### src/rtl/vsip_pkg.sv
package vsip_pkg;

    // Bit positions of the VS-level pending bits; other CSRs decode these.
    localparam int VS_SW_BIT  = 2;
    localparam int VS_TMR_BIT = 6;
    localparam int VS_EXT_BIT = 10;

    typedef struct packed {
        logic ext;
        logic tmr;
        logic sw;
    } vs_bits_t;

endpackage

### src/rtl/vsip_addr_decode.sv
module vsip_addr_decode #(
    parameter int               ADDR_W     = 12,
    parameter logic [ADDR_W-1:0] INJ_ADDR   = 12'h645,
    parameter logic [ADDR_W-1:0] MPEND_ADDR = 12'h344
) (
    input  logic              csr_we,
    input  logic [ADDR_W-1:0] csr_addr,
    output logic              inj_wr,
    output logic              mpend_wr
);

    always_comb begin
        inj_wr   = csr_we && (csr_addr == INJ_ADDR);
        mpend_wr = csr_we && (csr_addr == MPEND_ADDR);
    end

endmodule

### src/rtl/vsip_gext_select.sv
module vsip_gext_select #(
    parameter int GE_LINES = 8,
    parameter int SEL_W    = 4
) (
    input  logic [GE_LINES:0]  gext_pend,
    input  logic [SEL_W-1:0]   gext_sel,
    output logic               gext_hit
);

    logic [GE_LINES:0] line_hit;
    logic              pend0_unused;

    // Line 0 never exists; selector 0 therefore selects nothing.
    assign line_hit[0]  = 1'b0;
    assign pend0_unused = gext_pend[0];

    for (genvar i = 1; i <= GE_LINES; i++) begin : g_line
        assign line_hit[i] = gext_pend[i] && (gext_sel == SEL_W'(i));
    end

    assign gext_hit = |line_hit;

endmodule

### src/rtl/vsip_state.sv
module vsip_state
    import vsip_pkg::*;
(
    input  logic     clk,
    input  logic     rst_n,
    input  logic     inj_wr,
    input  logic     mpend_wr,
    input  vs_bits_t wr_bits,
    output vs_bits_t held_q
);

    vs_bits_t held_d;

    always_comb begin
        held_d = held_q;
        if (inj_wr) begin
            held_d = wr_bits;
        end else if (mpend_wr) begin
            held_d.sw = wr_bits.sw;
        end
    end

    always_ff @(posedge clk) begin
        if (!rst_n) begin
            held_q <= '0;
        end else begin
            held_q <= held_d;
        end
    end


    mpend_keeps_private_chk: assert property (@(posedge clk) disable iff (!rst_n)
        (mpend_wr && !inj_wr) |=> ($stable(held_q.tmr) && $stable(held_q.ext)));


    idle_holds_chk: assert property (@(posedge clk) disable iff (!rst_n)
        (!inj_wr && !mpend_wr) |=> $stable(held_q));

endmodule

### src/rtl/vsip_top.sv
module vsip_top
    import vsip_pkg::*;
#(
    parameter int               XLEN       = 32,
    parameter int               ADDR_W     = 12,
    parameter logic [ADDR_W-1:0] INJ_ADDR   = 12'h645,
    parameter logic [ADDR_W-1:0] MPEND_ADDR = 12'h344,
    parameter int               GE_LINES   = 8,
    parameter int               SEL_W      = 4
) (
    input  logic              clk,
    input  logic              rst_n,
    input  logic              csr_we,
    input  logic [ADDR_W-1:0] csr_addr,
    input  logic [XLEN-1:0]   csr_wdata,
    input  logic [GE_LINES:0] gext_pend,
    input  logic [SEL_W-1:0]  gext_sel,
    input  logic              plat_vs_ext,
    input  logic              plat_vs_tmr,
    output logic [XLEN-1:0]   inj_rdata,
    output logic [XLEN-1:0]   pend_view
);

    logic     inj_wr;
    logic     mpend_wr;
    logic     gext_hit;
    vs_bits_t wr_bits;
    vs_bits_t held_q;
    logic     wdata_unused;

    assign wr_bits.sw   = csr_wdata[VS_SW_BIT];
    assign wr_bits.tmr  = csr_wdata[VS_TMR_BIT];
    assign wr_bits.ext  = csr_wdata[VS_EXT_BIT];
    assign wdata_unused = ^csr_wdata;

    vsip_addr_decode #(
        .ADDR_W    (ADDR_W),
        .INJ_ADDR  (INJ_ADDR),
        .MPEND_ADDR(MPEND_ADDR)
    ) u_dec (
        .csr_we  (csr_we),
        .csr_addr(csr_addr),
        .inj_wr  (inj_wr),
        .mpend_wr(mpend_wr)
    );

    vsip_gext_select #(
        .GE_LINES(GE_LINES),
        .SEL_W   (SEL_W)
    ) u_gsel (
        .gext_pend(gext_pend),
        .gext_sel (gext_sel),
        .gext_hit (gext_hit)
    );

    vsip_state u_state (
        .clk     (clk),
        .rst_n   (rst_n),
        .inj_wr  (inj_wr),
        .mpend_wr(mpend_wr),
        .wr_bits (wr_bits),
        .held_q  (held_q)
    );

    always_comb begin
        inj_rdata = '0;
        inj_rdata[VS_SW_BIT]  = held_q.sw;
        inj_rdata[VS_TMR_BIT] = held_q.tmr;
        inj_rdata[VS_EXT_BIT] = held_q.ext;

        pend_view = '0;
        pend_view[VS_SW_BIT]  = held_q.sw;
        pend_view[VS_TMR_BIT] = held_q.tmr || plat_vs_tmr;
        pend_view[VS_EXT_BIT] = held_q.ext || gext_hit || plat_vs_ext;
    end


    sw_shared_chk: assert property (@(posedge clk) disable iff (!rst_n)
        inj_rdata[VS_SW_BIT] == pend_view[VS_SW_BIT]);


    plat_ext_merge_chk: assert property (@(posedge clk) disable iff (!rst_n)
        plat_vs_ext |-> pend_view[VS_EXT_BIT]);


    plat_tmr_merge_chk: assert property (@(posedge clk) disable iff (!rst_n)
        plat_vs_tmr |-> pend_view[VS_TMR_BIT]);


    inj_write_lands_chk: assert property (@(posedge clk) disable iff (!rst_n)
        (csr_we && csr_addr == INJ_ADDR) |=>
            (inj_rdata[VS_EXT_BIT] == $past(csr_wdata[VS_EXT_BIT]) &&
             inj_rdata[VS_TMR_BIT] == $past(csr_wdata[VS_TMR_BIT])));


    inj_hidden_chk: assert property (@(posedge clk) disable iff (!rst_n)
        (!csr_we) |=> $stable(inj_rdata));

endmodule

### config.mk
export PLATFORM = sky130hd
export DESIGN_NAME = vsip_top
export DESIGN_NICKNAME = d
export VERILOG_FILES = /design/src/rtl/vsip_pkg.sv /design/src/rtl/vsip_addr_decode.sv /design/src/rtl/vsip_gext_select.sv /design/src/rtl/vsip_state.sv /design/src/rtl/vsip_top.sv
export SDC_FILE = /design/constraint.sdc
export NUM_CORES = 1
export LEC_CHECK = 0
export ABC_AREA = 0
export BUFFER_PORTS_ARGS = -buffer_cell sky130_fd_sc_hd__buf_4
export CELL_PAD_IN_SITES_DETAIL_PLACEMENT = 1
export CELL_PAD_IN_SITES_GLOBAL_PLACEMENT = 1
export CORE_MARGIN = 2
export CORE_UTILIZATION = 17
export DETAILED_ROUTE_END_ITERATION = 10
export PLACE_DENSITY_LB_ADDON = 0.1
export SYNTH_ARGS = -nofsm -noshare
export SYNTH_HDL_FRONTEND = slang
export SYNTH_SLANG_ARGS = --single-unit
### constraint.sdc
create_clock -name clk -period 2.3 [get_ports clk]
set_clock_uncertainty 0.15 [all_clocks]
set_input_delay 0.23 -clock clk [delete_from_list [all_inputs] [get_ports clk]]
set_output_delay 0.23 -clock clk [all_outputs]
set_load 0.05 [all_outputs]
=== After elaboration in Yosys (flattened, before gate mapping) ===
Cells that the tools add are included.

* Reduce and logical (&&, ||, !) cells: 15
* Muxes and demuxes: 2
* Equality and inequality tests: 10

{| class="wikitable"
|+ Operator list
! operator !! count
|-
| $eq A4 B3 Y1 const B || 4
|-
| $eq A12 B10 Y1 const B || 1
|-
| $eq A12 B11 Y1 const B || 1
|-
| $logic_and A1 B1 Y1 || 10
|-
| $eq A4 B2 Y1 const B || 2
|-
| $reduce_or A8 Y1 || 1
|-
| $eq A4 B1 Y1 const B || 1
|-
| $eq A4 B4 Y1 const B || 1
|-
| $logic_or A1 B1 Y1 || 3
|-
| $mux W1 || 2
|-
| $reduce_bool A2 Y1 || 1
|}

* Output and inout bits: 64
* Bits of input ports: 62
* Logic and storage cells: 30
* Register bits: 3

=== Logic depth before layout (Yosys ltp) ===
* Word-level depth: 5
* Mapped depth: 4
* Depth with buffers taken out: 3

=== Modules after synthesis ===
From an unflattened synthesis, not the netlist that was laid out.

* Cell total of the unflattened synthesis: 93
* Area, all modules: 718.2 µm²

{| class="wikitable"
|+ By module, submodules not included
! module !! area each (µm²) !! sequential area each (µm²) !! times used !! cells each
|-
| vsip_top || 459.2 || 0.0 || 1 || 62
|-
| vsip_state || 111.4 || 60.1 || 1 || 10
|-
| vsip_gext_select || 91.3 || 0.0 || 1 || 14
|-
| vsip_addr_decode || 56.3 || 0.0 || 1 || 7
|}

=== Least setup slack after synthesis ===
OpenSTA, ideal clock, no wires.

* Path kind: input port to output port
* Start: in gext_sel[1]
* End: out pend_view[10]
* Arrival: 1.653 ns
* Path buffers: 1
* Slack: 0.267 ns
* Stages on the path: 4
* Cell sequence: buf_2 > mux2i_1 > mux4_2 > o21ai_1

* Longest elaborated chain between the ends: 5
* Elaborated cells between the ends (all ways): 19

{| class="wikitable"
|+ Ends and longest elaborated chain
! what !! line !! text
|-
| start: declaration || vsip_top.sv:17 || <nowiki>input logic [SEL_W-1:0] gext_sel,</nowiki>
|-
| $eq A4 B1 Y1 (tied with other cells) || vsip_gext_select.sv:18 || <nowiki>assign line_hit[i] = gext_pend[i] && (gext_sel == SEL_W'(i));</nowiki>
|-
| $logic_and A1 B1 Y1 || vsip_gext_select.sv:18 ||
|-
| $reduce_or A8 Y1 * || vsip_gext_select.sv:21 || <nowiki>assign gext_hit = |line_hit;</nowiki>
|-
| $logic_or A1 B1 Y1 * (2 in series) || vsip_top.sv:74 || <nowiki>pend_view[VS_EXT_BIT] = held_q.ext || gext_hit || plat_vs_ext;</nowiki>
|-
| end: declaration || vsip_top.sv:21 || <nowiki>output logic [XLEN-1:0] pend_view</nowiki>
|}

Every way passes the cells marked *; elsewhere a longest branch is shown, timed or not.

=== Final worst setup path ===
Ends and elaborated chain as after synthesis.

==> summary.txt <==
Global route
  • Vias in the first global route: 508
  • Pin count of the biggest net entering global routing: 7
  • Initial antenna violation count: 0
  • Gr usage total: 0.0601
  • Grt ovf: 0
  • First-pass GRT wire length: 2350 microns

Floorplan
  • Initial core utilization: 0.174
  • Die area: 4940 sq um
  • Die width: 70.3 microns
  • Chip height: 70.3 microns
  • Standard-cell row count: 24
  • Ports: 126
  • Core area: 4290 sq um

Synthesis
  • YS warnings: 0
  • Post-synthesis sequential area ratio: 0.0804
  • Count of cell types in the netlist: 18
  • Post-Syn Area: 747 sq um
  • Seq cells post-synth: 3
  • Avg Cell Area, Syn: 8.39 sq um
  • Syn Inst Count: 89

Clocking
  • Cts hold-fix bufs: 0
  • Setup Buffers After CTS: 0
  • CTS H-tree depth: 1
  • CTS tree: built
  • Worst-path clk slew: 30 ps
  • Clk_lat worst skew: 210 ps
  • Post_cts resized: 0
  • TritonCTS Buffers: 3
  • Root buffer cell: clkbuf_8
  • Clk sink count: 3
  • Max clock buf depth: 2

Worst setup path
  • Worst R2R Path Depth: 2
  • Worst Path Arrival: 1340 ps
  • CP endpoint kind: output port
  • Critical Path Fanout Max: 5
  • Critical Path Source Type: input port
  • Worst EP required: 1920 ps
  • CP Class: in -> out

Layout
  • Final #Nets: 190
  • Max reg flops: 3
  • Inserted Diodes: 0
  • Top reg by flops: u_state.held_q
  • Share of post-route cells with drive strength above 1: 0.370
  • Top Registers: u_state.held_q: 3 flops
  • Synthesis-to-finish area growth: 20.6%
  • Final Cell Area: 901 sq um
  • Fillers: 556

Placed design
  • Gpl congestion: 0.663
  • Placed cell area: 856 sq um
  • Number of port buffers: 37
  • Post-DP HPWL: 1510 microns

Pwr
  • Leak Pwr: 0.498 nW
  • Power Density: 544 nW/um^2
  • Total power: 490 uW
  • Max rail drop VDD: 0.000187 V

Timing
  • Final hold vios: 0
  • Setup Viol. Count Final: 0
  • Max-slew violation count: 0
  • TNS Setup: 0 ps
  • Tmin final: 1720 ps
  • RSZ-0062 raised after global routing: false
  • Max Fclk: 582 MHz
  • Tcrit/Tclk final: 0.747

Detailed routing
  • Initial DRT Pass Iterations: 3
  • Vias: 544
  • DRT iter0 DRCs: 8
  • DR WL/cell: 9.01 microns
  • # DRC: 0
  • DRT antenna net count: 0
  • Vias per cell: 3.04
  • DRT Wirelength: 1610 microns

Hold path
  • Hold Path Depth: 3
  • Hold crit path type: in -> reg

Run status
  • Status: completed

Job
  • Max-Cap Viols: 0
-- worst paths after layout --
path,from,endpoint,slack [ps]
max reg2reg,u_state.held_q[0]$_SDFFE_PN0P_,u_state.held_q[0]$_SDFFE_PN0P_,1530
max,gext_sel[1],pend_view[10],580
min reg2reg,u_state.held_q[1]$_SDFFE_PN0P_,u_state.held_q[1]$_SDFFE_PN0P_,340
min,csr_wdata[6],u_state.held_q[1]$_SDFFE_PN0P_,130
-- report_power, final --
part / internal [mW] / switching (mW)
sequential: 0.0524 / 0.00000610
combinational: 0.0489 / 0.238
clock: 0.118 / 0.0328
total: 0.219 / 0.271
-- logic make-up (layout without fill, tap and decap cells) --
family / after synthesis / in the layout / share of synthesized area
AOI/OAI and AO/OA: 3 / 3 / 0.0368
buffers and inverters: 60 / 41 / 0.600
DFF: 3 / 3 / 0.0804
muxes: 7 / 7 / 0.111
other: 1 / 58 / 0.00502
and+or+nand+nor: 15 / 15 / 0.168
-- layout by cell type (no fill, tap or decap), drive strengths merged --
cell | synthesis | final
nor4b | 1 | 1
conb | 1 | 58
a211oi | 1 | 1
o21ai | 1 | 1
mux4 | 1 | 1
or2 | 2 | 2
dfxtp | 3 | 3
or3b | 1 | 1
nand2 | 7 | 7
nor4 | 1 | 1
buf | 60 | 37
or4b | 1 | 1
nand4b | 1 | 1
clkbuf | 0 | 4
nand3b | 1 | 1
mux2i | 6 | 6
a2111oi | 1 | 1
-- critical path: stages --
cell	delay [ps]
buf_4	140
mux2i_1	130
mux4_2	480
o21ai_1	140
buf_4	220
-- through the flow --
stage	cells	utilization	hold slack, ps	worst slack, ps
5_1_grt	179	0.210	139	502
3_3_place_gp	175	0.199	314	637
6_report	179	0.210	131	582
3_5_place_dp	175	0.199	330	578
4_1_cts	179	0.210	135	571
2_1_floorplan	146	-	222	267
-- final cells by class --
| class | instances | area, sq um | area share |
|---|---|---|---|
| Sequential cell | 3 | 60.1 | 0.0667 |
| Multi-Input combinational cell | 83 | 453 | 0.503 |
| Timing Repair Buffer | 37 | 278 | 0.308 |
| Tap cell | 52 | 65.1 | 0.0722 |
| Clock buffer | 4 | 45.0 | 0.0500 |
-- metal layers --
| layer | global-route usage | vias up | share of wire |
|---|---|---|---|
| li1 | - | 248 | - |
| met1 | 0.0588 | 241 | 0.31 |
| met2 | 0.102 | 55 | 0.50 |
| met3 | 0.0447 | 0 | 0.18 |
| met4 | 0.0128 | 0 | 0 |
| met5 | 0 | - | 0 |
-- synth_stat cells, drive strengths merged --
cell / n / area share
nor4b: 1 / 0.012
nand2: 7 / 0.035
nand3b: 1 / 0.010
a2111oi: 1 / 0.020
a211oi: 1 / 0.010
conb: 1 / 0.0050
or4b: 1 / 0.018
nand4b: 1 / 0.032
dfxtp: 3 / 0.080
buf: 60 / 0.60
or3b: 1 / 0.012
mux2i: 6 / 0.080
o21ai: 1 / 0.0067
mux4: 1 / 0.030
or2: 2 / 0.020
nor4: 1 / 0.028
No activity file was read; power rests on OpenSTA's default activity.
